### src/rtl/sqf_pkg.sv
package sqf_pkg;

  typedef enum logic [1:0] {
    PH_OPCODE = 2'd0,
    PH_ADDR   = 2'd1,
    PH_DATA   = 2'd2,
    PH_IGNORE = 2'd3
  } phase_t;

  localparam logic [7:0] OPC_READ     = 8'h03;
  localparam logic [7:0] OPC_QUAD_ON  = 8'h38;
  localparam logic [7:0] OPC_QUAD_OFF = 8'hFF;

  localparam int ADDR_BITS = 24;
  localparam int BYTE_W    = 8;
  localparam int LANES     = 4;

endpackage

### src/rtl/sqf_sync_edge.sv
module sqf_sync_edge #(
  parameter int STAGES = 2,
  parameter int LANES  = 4
) (
  input  logic             clk,
  input  logic             rst,
  input  logic             cs_n,
  input  logic             sck,
  input  logic [LANES-1:0] sio_in,
  output logic             cs_idle,
  output logic             sck_rise,
  output logic             sck_fall,
  output logic [LANES-1:0] sio_s
);

  localparam int W = LANES + 2;
  localparam logic [W-1:0] RST_V = {1'b1, {(W-1){1'b0}}};

  logic [W-1:0] stage [STAGES];
  logic         sck_last;
  logic         sck_now;

  always_ff @(posedge clk) begin
    if (rst) begin
      for (int i = 0; i < STAGES; i++) stage[i] <= RST_V;
    end else begin
      stage[0] <= {cs_n, sck, sio_in};
      for (int i = 1; i < STAGES; i++) stage[i] <= stage[i-1];
    end
  end

  assign sck_now = stage[STAGES-1][LANES];

  always_ff @(posedge clk) begin
    if (rst) sck_last <= 1'b0;
    else     sck_last <= sck_now;
  end

  assign cs_idle  = stage[STAGES-1][W-1];
  assign sio_s    = stage[STAGES-1][LANES-1:0];
  assign sck_rise = sck_now & ~sck_last;
  assign sck_fall = ~sck_now & sck_last;

endmodule

### src/rtl/sqf_cmd_decode.sv
module sqf_cmd_decode
  import sqf_pkg::*;
#(
  parameter int AW = 8
) (
  input  logic             clk,
  input  logic             rst,
  input  logic             cs_idle,
  input  logic             sck_rise,
  input  logic [LANES-1:0] sio_s,
  output logic             quad_mode,
  output logic             rd_start,
  output logic [AW-1:0]    rd_addr
);

  localparam int CNT_W = $clog2(ADDR_BITS);

  phase_t            phase;
  logic [CNT_W-1:0]  cnt;
  logic [BYTE_W-1:0] op_sr;
  logic [BYTE_W-1:0] op_next;
  logic [AW-1:0]     addr_sr;
  logic [AW-1:0]     addr_next;
  logic              op_done;

  // high nibble arrives first in quad mode
  assign op_next   = quad_mode ? {op_sr[3:0], sio_s} : {op_sr[BYTE_W-2:0], sio_s[0]};
  assign op_done   = quad_mode ? (cnt == CNT_W'(1)) : (cnt == CNT_W'(BYTE_W - 1));
  assign addr_next = {addr_sr[AW-2:0], sio_s[0]};

  always_ff @(posedge clk) begin
    if (rst) begin
      phase     <= PH_OPCODE;
      cnt       <= '0;
      op_sr     <= '0;
      addr_sr   <= '0;
      quad_mode <= 1'b0;
      rd_start  <= 1'b0;
      rd_addr   <= '0;
    end else begin
      rd_start <= 1'b0;
      if (cs_idle) begin
        phase <= PH_OPCODE;
        cnt   <= '0;
      end else if (sck_rise) begin
        unique case (phase)
          PH_OPCODE: begin
            op_sr <= op_next;
            cnt   <= cnt + CNT_W'(1);
            if (op_done) begin
              cnt <= '0;
              if (!quad_mode && op_next == OPC_READ) begin
                phase <= PH_ADDR;
              end else if (!quad_mode && op_next == OPC_QUAD_ON) begin
                quad_mode <= 1'b1;
                phase     <= PH_IGNORE;
              end else if (quad_mode && op_next == OPC_QUAD_OFF) begin
                quad_mode <= 1'b0;
                phase     <= PH_IGNORE;
              end else begin
                phase <= PH_IGNORE;
              end
            end
          end
          PH_ADDR: begin
            addr_sr <= addr_next;
            cnt     <= cnt + CNT_W'(1);
            if (cnt == CNT_W'(ADDR_BITS - 1)) begin
              phase    <= PH_DATA;
              rd_start <= 1'b1;
              rd_addr  <= addr_next;
            end
          end
          default: phase <= phase;
        endcase
      end
    end
  end

endmodule

### src/rtl/sqf_mem.sv
module sqf_mem #(
  parameter int DEPTH = 256,
  parameter int DW    = 8,
  localparam int AW   = $clog2(DEPTH)
) (
  input  logic          clk,
  input  logic          we,
  input  logic [AW-1:0] waddr,
  input  logic [DW-1:0] wdata,
  input  logic [AW-1:0] raddr,
  output logic [DW-1:0] rdata
);

  logic [DW-1:0] cells [DEPTH];

  always_ff @(posedge clk) begin
    if (we) cells[waddr] <= wdata;
    rdata <= cells[raddr];
  end

endmodule

### src/rtl/sqf_serializer.sv
module sqf_serializer #(
  parameter int DEPTH = 256,
  parameter int DW    = 8,
  localparam int AW   = $clog2(DEPTH),
  localparam int BW   = $clog2(DW)
) (
  input  logic          clk,
  input  logic          rst,
  input  logic          cs_idle,
  input  logic          sck_fall,
  input  logic          rd_start,
  input  logic [AW-1:0] rd_addr,
  input  logic [DW-1:0] mem_q,
  output logic [AW-1:0] rd_ptr,
  output logic          so_bit,
  output logic          so_en
);

  logic          active;
  logic [BW-1:0] bitpos;
  logic [DW-1:0] shreg;
  logic [AW-1:0] ptr_next;

  assign ptr_next = (rd_ptr == AW'(DEPTH - 1)) ? '0 : rd_ptr + AW'(1);

  always_ff @(posedge clk) begin
    if (rst) begin
      active <= 1'b0;
      bitpos <= '0;
      shreg  <= '0;
      so_bit <= 1'b0;
      so_en  <= 1'b0;
      rd_ptr <= '0;
    end else if (cs_idle) begin
      active <= 1'b0;
      so_en  <= 1'b0;
      bitpos <= '0;
    end else if (rd_start) begin
      rd_ptr <= rd_addr;
      active <= 1'b1;
      bitpos <= '0;
    end else if (sck_fall && active) begin
      so_en  <= 1'b1;
      bitpos <= bitpos + BW'(1);
      if (bitpos == '0) begin
        so_bit <= mem_q[DW-1];
        shreg  <= {mem_q[DW-2:0], 1'b0};
        rd_ptr <= ptr_next;
      end else begin
        so_bit <= shreg[DW-1];
        shreg  <= {shreg[DW-2:0], 1'b0};
      end
    end
  end

endmodule

### src/rtl/sqflash_front.sv
module sqflash_front
  import sqf_pkg::*;
#(
  parameter int DEPTH       = 256,
  parameter int SYNC_STAGES = 2,
  localparam int AW         = $clog2(DEPTH)
) (
  input  logic          clk,
  input  logic          rst,
  input  logic          cs_n,
  input  logic          sck,
  input  logic [3:0]    sio_in,
  output logic [3:0]    sio_out,
  output logic [3:0]    sio_oe,
  input  logic          pl_we,
  input  logic [AW-1:0] pl_addr,
  input  logic [7:0]    pl_data
);

  logic             cs_idle;
  logic             sck_rise;
  logic             sck_fall;
  logic [LANES-1:0] sio_s;
  logic             quad_mode;
  logic             rd_start;
  logic [AW-1:0]    rd_addr;
  logic [AW-1:0]    rd_ptr;
  logic [BYTE_W-1:0] mem_q;
  logic             so_bit;
  logic             so_en;

  sqf_sync_edge #(.STAGES(SYNC_STAGES), .LANES(LANES)) u_sync (
    .clk     (clk),
    .rst     (rst),
    .cs_n    (cs_n),
    .sck     (sck),
    .sio_in  (sio_in),
    .cs_idle (cs_idle),
    .sck_rise(sck_rise),
    .sck_fall(sck_fall),
    .sio_s   (sio_s)
  );

  sqf_cmd_decode #(.AW(AW)) u_dec (
    .clk      (clk),
    .rst      (rst),
    .cs_idle  (cs_idle),
    .sck_rise (sck_rise),
    .sio_s    (sio_s),
    .quad_mode(quad_mode),
    .rd_start (rd_start),
    .rd_addr  (rd_addr)
  );

  sqf_mem #(.DEPTH(DEPTH), .DW(BYTE_W)) u_mem (
    .clk  (clk),
    .we   (pl_we),
    .waddr(pl_addr),
    .wdata(pl_data),
    .raddr(rd_ptr),
    .rdata(mem_q)
  );

  sqf_serializer #(.DEPTH(DEPTH), .DW(BYTE_W)) u_ser (
    .clk     (clk),
    .rst     (rst),
    .cs_idle (cs_idle),
    .sck_fall(sck_fall),
    .rd_start(rd_start),
    .rd_addr (rd_addr),
    .mem_q   (mem_q),
    .rd_ptr  (rd_ptr),
    .so_bit  (so_bit),
    .so_en   (so_en)
  );

  // single-bit data leaves on lane 1; both are registers in the serializer
  assign sio_out = {2'b00, so_bit, 1'b0};
  assign sio_oe  = {2'b00, so_en, 1'b0};

endmodule

### config.mk
export PLATFORM = sky130hd
export DESIGN_NAME = sqflash_front
export DESIGN_NICKNAME = d
export VERILOG_FILES = /design/src/rtl/sqf_pkg.sv /design/src/rtl/sqf_sync_edge.sv /design/src/rtl/sqf_cmd_decode.sv /design/src/rtl/sqf_mem.sv /design/src/rtl/sqf_serializer.sv /design/src/rtl/sqflash_front.sv
export SDC_FILE = /design/constraint.sdc
export NUM_CORES = 2
export LEC_CHECK = 0
export BUFFER_PORTS_ARGS = -buffer_cell sky130_fd_sc_hd__buf_2
export CELL_PAD_IN_SITES_DETAIL_PLACEMENT = 1
export CELL_PAD_IN_SITES_GLOBAL_PLACEMENT = 2
export CORE_ASPECT_RATIO = 1.5
export CORE_UTILIZATION = 30
export CTS_CLUSTER_DIAMETER = 30
export DETAILED_ROUTE_END_ITERATION = 10
export PLACE_DENSITY_LB_ADDON = 0.08
export SETUP_SLACK_MARGIN = 0.5
export SLEW_MARGIN = 20
export SYNTH_ARGS = -nofsm -noshare
export SYNTH_HDL_FRONTEND = slang
export SYNTH_HIERARCHICAL = 1
export SYNTH_SLANG_ARGS = --single-unit
### constraint.sdc
create_clock -name clk -period 4.8 [get_ports clk]
set_input_delay 0.48 -clock clk [delete_from_list [all_inputs] [get_ports clk]]
set_output_delay 0.48 -clock clk [all_outputs]
set_load 0.01 [all_outputs]
Word level (Yosys, flattened, before mapping)
Memory sizes are Yosys's and may differ from the RTL's. A register that Yosys moved wholly into a read port is not among the register bits.
Index checks and enable logic that the tools add are counted.
{"block": "totals", "ff_bits": 54, "ram_bits": 2060, "inputBits": 25, "wordCells": 87, "mem_count": 2}
{"block": "classes", "add_sub_neg": 3, "n_eq_ne": 10, "muxes": 24, "n_bitwise": 11, "n_reduce_logical": 23}
{"memory": "u_mem.cells", "depth": 256, "width": 8, "read_ports": 1, "rd_ports_with_merged_regs": 1, "write_ports": 1, "line": "sqf_mem.sv:14", "rtl": "logic [DW-1:0] cells [DEPTH];"}
{"memory": "u_sync.stage", "depth": 2, "width": 6, "read_ports": 2, "rd_ports_with_merged_regs": 0, "write_ports": 2, "line": "sqf_sync_edge.sv:19", "rtl": "logic [W-1:0] stage [STAGES];"}
{"op": "$mux W8", "n": 6}
{"op": "$eq A8 B8 Y1 const B", "n": 2}
{"op": "$mux W6", "n": 2}
{"op": "$reduce_and A3 Y1", "n": 4}
{"op": "$mux W1", "n": 10}
{"op": "$pmux W5 S2", "n": 1}
{"op": "$add A8 B1 Y8 const B", "n": 1}
{"op": "$eq A8 B2 Y1 const B", "n": 1}
{"op": "$eq A8 B6 Y1 const B", "n": 1}
{"op": "$reduce_and A4 Y1", "n": 2}
{"op": "$reduce_bool A2 Y1", "n": 4}
{"op": "$not A1 Y1", "n": 7}
{"op": "$mux W2", "n": 3}
{"op": "$reduce_and A6 Y1", "n": 1}
{"op": "$add A5 B1 Y5 const B", "n": 1}
{"op": "$eq A5 B1 Y1 const B", "n": 1}
{"op": "$eq A5 B3 Y1 const B", "n": 1}
{"op": "$eq A5 B5 Y1 const B", "n": 1}
{"op": "$mux W5", "n": 1}
{"op": "$logic_and A1 B1 Y1", "n": 4}
{"op": "$ne A2 B1 Y1 const B", "n": 2}
{"op": "$pmux W2 S2", "n": 1}
{"op": "$reduce_and A2 Y1", "n": 2}
{"op": "$reduce_or A4 Y1", "n": 1}
{"op": "9 further kinds", "n": 11}

Longest topological paths before layout
An unclocked memory read counts as a cell.
{"block": "logic_depth", "depth_word": 7, "depth_mapped": 11}

By module
Netlist, hierarchy kept.
{"mod": "sqf_mem", "n_inst": 1, "cells_each": 3733, "area_each_um2": 79556.3}
{"mod": "sqf_cmd_decode", "n_inst": 1, "cells_each": 139, "area_each_um2": 1346.3}
{"mod": "sqf_serializer", "n_inst": 1, "cells_each": 131, "area_each_um2": 1133.6}
{"mod": "sqf_sync_edge", "n_inst": 1, "cells_each": 33, "area_each_um2": 396.6}
{"mod": "sqflash_front", "n_inst": 1, "cells_each": 9, "area_each_um2": 63.8}

Worst setup path after synthesis
No wires, ideal clock.
{"block": "synth_path", "kind": "register to register", "start": "register u_ser.rd_ptr[0]", "end": "register u_mem.rdata[2], read port of u_mem.cells", "setup_time_ps": 131, "arrival_time_ps": 2275, "required_ps": 4669, "path_slack_ps": 2394, "path_stages_with_launch": 10, "cell_sequence": "dfxtp_1 > buf_6 > buf_12 > buf_8 > buf_2 > mux4_2 > a22oi_1 > a21oi_1 > nor4_1 > nor4_2"}
{"element": "start, declared", "line": "sqf_serializer.sv:14", "rtl": "output logic [AW-1:0] rd_ptr,"}
{"element": "start signal, assigned", "line": "sqf_serializer.sv:39", "rtl": "rd_ptr <= rd_addr;"}
{"element": "start signal, assigned", "line": "sqf_serializer.sv:48", "rtl": "rd_ptr <= ptr_next;"}
{"element": "end, declared", "line": "sqf_mem.sv:11", "rtl": "output logic [DW-1:0] rdata"}

==> out/qor.yml <==
setup_path:
  cp_max_fo: 28
  cp-end-kind: "register"
  crit_type: "reg -> reg"
  reg2reg_from: "u_ser/rd_ptr[1]$_SDFFE_PP0P_"
  r2r_cells: 8
  rrSetupSlack_ns: 0.84
  critPathLaunchType: "register"
  r2r-end: "u_mem/rdata[3]$_DFF_P_"
  arrival_ns: 4.67
  critPathRequiredTime_ns: 5.51
timing:
  setup-violations-final: 0
  hold_viol_final: 0
  rsz0062_at_grt: "false"
  slew_viol_final: 0
  finalSetupTns_ns: 0
  relSlewSlack_pct: 14.1
  finalCritPeriodShare_pct: 82.4
  setup_ws_ns: 0.843
  fmax_ghz: 0.253
  period_needed_ns: 3.96
  fin_worst_skew_ns: 0.0364
  worst_pin_slew_ns: 1.29
clocking:
  clk_latency_ns: 0.90
  cts_setup_buffers: 0
  cts_tree: "built"
  clk_path_buf_depth: 4
  path_clk_slew_ns: 0.05
  cts_buffers: 444
  htreeDepth: 5
  cts_root_buf: "clkbuf_16"
  clock_sinks: 2121
floorplanning:
  num_rows: 235
  start_util_pct: 30.2
  ios: 33
  dieWidth_um: 430
  die_y_um: 644
  core-area_sq_mm: 0.273
  die-area_sq_mm: 0.277
min_path:
  whs_endpoint: "u_mem/cells[146][3]$_DFFE_PP_"
  min_path_cells: 1
  min_path_type: "in -> reg"
  min-delay-start: "pl_data[3]"
global_routing:
  grt_max_degree: 163
  grt_pass1_vias: 46600
  gr-usage-all-layers_pct: 19.2
  antenna_found_initial: 17
  grt_overflow_total: 0
  grt_first_pass_wirelength_mm: 373
logic_synthesis:
  syn_inst: 4045
  dominantRegCellSynth: "edfxtp_1"
  synth_edf_count: 2048
  synth_cell_type_count: 77
  yosysSeqAreaShare_pct: 76.3
  avgSynthCellArea_sq_um: 20.4
  async_flop_share_pct: 0
  netlist_area_sq_mm: 0.0825
  ys_ff_latch: 2121
  yosysWarnings: 6
layout:
  layout-drive-gt1-share_pct: 31.1
  fillers: 26100
  fin_nets: 4558
  syn2layout_area_growth_pct: 25.6
detailed_routing:
  avgViaCountPerCell: 5.01
  vias: 42400
  wire_per_inst_um: 31.7
  dr.pass1.iters: 5
  drc: 0
  drt_iter0_markers: 3137
  totalWireLength_mm: 268
  ant_nets: 0
power:
  p_sw_share_pct: 20.5
  p_sw_mw: 10.8
  intPower_mw: 41.9
  p_per_area_mw_per_mm2: 509
  ir_drop_v: 0.000348
  pwr-share-comb_pct: 1.4
  p_leak_nw: 32.1
  p_seq_share_pct: 38.7
  p_clk_share_pct: 59.8
placed_design:
  io_buffers: 26
  dpl.hpwl_mm: 168
  dp_worst_setup_slack_ns: 0.664
  gp_congestion: 0.758
job:
  maxCapViolCount: 0
run_status:
  outcome: "completed"
==> synthesized netlist by cell type (all sizes together), types with 3 or more instances <==
cell / n / share of area, %
nand3b: 4 / 0.036
nor4: 30 / 0.25
xor2: 4 / 0.042
a211oi: 30 / 0.29
o22ai: 29 / 0.22
a21oi: 107 / 0.65
or2: 6 / 0.045
buf: 142 / 1.4
nor2: 327 / 1.5
o211ai: 12 / 0.11
a2111oi: 6 / 0.082
and3: 3 / 0.023
dfxtp: 73 / 1.8
o221ai: 47 / 0.51
and2: 7 / 0.053
clkbuf: 119 / 0.54
a22o: 9 / 0.096
edfxtp: 2048 / 75
o21ai: 20 / 0.12
and3b: 4 / 0.042
nand4b: 3 / 0.032
nand4: 14 / 0.11
nand3: 40 / 0.24
inv: 5 / 0.023
o31ai: 3 / 0.027
nor3: 26 / 0.17
mux2i: 163 / 2.0
ha: 4 / 0.061
a22oi: 133 / 1.2
o32ai: 5 / 0.062
a31oi: 6 / 0.046
mux4: 456 / 12
nand2: 50 / 0.23
o22a: 5 / 0.053
nor2b: 47 / 0.36
nor4b: 3 / 0.050
nand2b: 12 / 0.091
a221oi: 15 / 0.17
a311oi: 3 / 0.032
==> flip-flops by register name (all words and copies together), names as in the netlist <==
register / flops
u_ser/so_bit: 1
u_dec/rd_addr: 8
u_dec/quad_mode: 1
u_mem/cells: 2048
u_ser/bitpos: 3
u_dec/op_sr: 7
u_dec/cnt: 5
u_sync/sck_last: 1
u_dec/rd_start: 1
u_sync/stage: 12
u_ser/shreg: 7
u_ser/rd_ptr: 8
u_mem/rdata: 8
u_dec/phase: 2
u_ser/so_en: 1
u_ser/active: 1
u_dec/addr_sr: 7
==> timing repair <==
| item | 4_1_cts | 5_1_grt |
|---|---|---|
| hold endpoints to repair | 82 | 0 |
| gates resized for setup | 0 | 0 |
| hold buffers | 8 | 0 |
==> metal layers <==
layer | up-vias | GRT usage (%) | part of all wire, %
li1 | 18000 | - | -
met1 | 23200 | 23.8 | 41
met2 | 901 | 34.8 | 53
met3 | 357 | 2.87 | 3.7
met4 | 4 | 4.62 | 2.0
met5 | - | 0 | 0.0093
==> power groups by stage <==
| stage | logic [mW] | clock network (mW) | registers, mW |
|---|---|---|---|
| detailed placement | 0.786 | 0 | 20.8 |
| global placement | 0.771 | 0 | 20.8 |
| floorplan | 0.158 | 0 | 20.7 |
| CTS | 0.794 | 32.2 | 20.4 |
| global route | 0.807 | 33.0 | 20.4 |
| finish | 0.757 | 31.5 | 20.4 |
==> worst max-delay path, cell delays in order (launching register included) <==
cell      delay, ns
dfxtp_4        0.56
buf_4          0.34
nor2b_1        0.54
buf_4          0.29
nand2_1        0.07
a311oi_1       0.57
o221ai_1       0.42
a211oi_1       0.86
nor4_1         0.11
==> layout make-up <==
type	instances	area, sq um	share of cell area, %
clock inverter	320	3970	3.83
multi-input combinational	1662	18100	17.5
antenna	3	7.51	0.00725
tap	3555	4450	4.29
sequential	2121	63000	60.8
clock buffer	499	11500	11.1
timing repair buffer	294	2600	2.51
inverter	6	22.5	0.0217
==> layout by cell type (no fill, tap or decap), drive strengths merged, types with 41 or more instances in the layout <==
cell,instances
a21oi,107
a22oi,133
buf,286
bufinv,79
clkbuf,499
clkinv,160
clkinvlp,46
dfxtp,73
edfxtp,2048
inv,41
mux2i,163
mux4,456
nand2,50
nor2,327
nor2b,47
o221ai,47
==> stage by stage <==
stage | power (mW) | cells | cell area [sq um] | hold slack [ns] | util, %
6_report | 52.7 | 8460 | 104000 | 0.0538 | 37.9
5_1_grt | 54.2 | 8458 | 104000 | 0.0430 | 37.9
4_1_cts | 53.4 | 8456 | 104000 | 0.0306 | 37.9
3_5_place_dp | 21.5 | 7629 | 88000 | 0.406 | 32.2
3_3_place_gp | 21.5 | 7627 | 88000 | 0.412 | 32.2
2_1_floorplan | 20.9 | 4050 | 82500 | 0.383 | -
==> how the worst max path moves through the flow <==
| stage | startpoint | end | slack [ns] | cells after the start |
|---|---|---|---|---|
| 4_1_cts | u_ser/rd_ptr[0]$_SDFFE_PP0P_ | u_mem/rdata[5]$_DFF_P_ | 0.65 | 9 |
| 2_1_floorplan | u_ser/rd_ptr[0]$_SDFFE_PP0P_ | u_mem/rdata[2]$_DFF_P_ | 2.39 | 9 |
| 5_1_grt | u_ser/rd_ptr[0]$_SDFFE_PP0P_ | u_mem/rdata[5]$_DFF_P_ | 0.71 | 9 |
| 3_3_place_gp | u_ser/rd_ptr[0]$_SDFFE_PP0P_ | u_mem/rdata[5]$_DFF_P_ | 0.69 | 9 |
| 6_report | u_ser/rd_ptr[1]$_SDFFE_PP0P_ | u_mem/rdata[3]$_DFF_P_ | 0.84 | 8 |
| 3_5_place_dp | u_ser/rd_ptr[0]$_SDFFE_PP0P_ | u_mem/rdata[5]$_DFF_P_ | 0.66 | 9 |
==> kinds of logic (layout without fill, tap and decap cells) <==
logic type                 count (synthesis)  count (layout)  share of synthesized area, %
other                                      1               9                       0.00455
and+or+nand+nor                          586             586                          3.32
muxes                                    620             620                          14.4
DFF                                     2121            2121                          76.3
xor gates and xnor gates                   6               6                        0.0637
AOI/OAI and AO/OA                        440             440                          3.78
adders and majority gates                  4               4                        0.0607
buffers and inverters                    267            1119                          2.01
No activity file was read; power rests on OpenSTA's default activity.
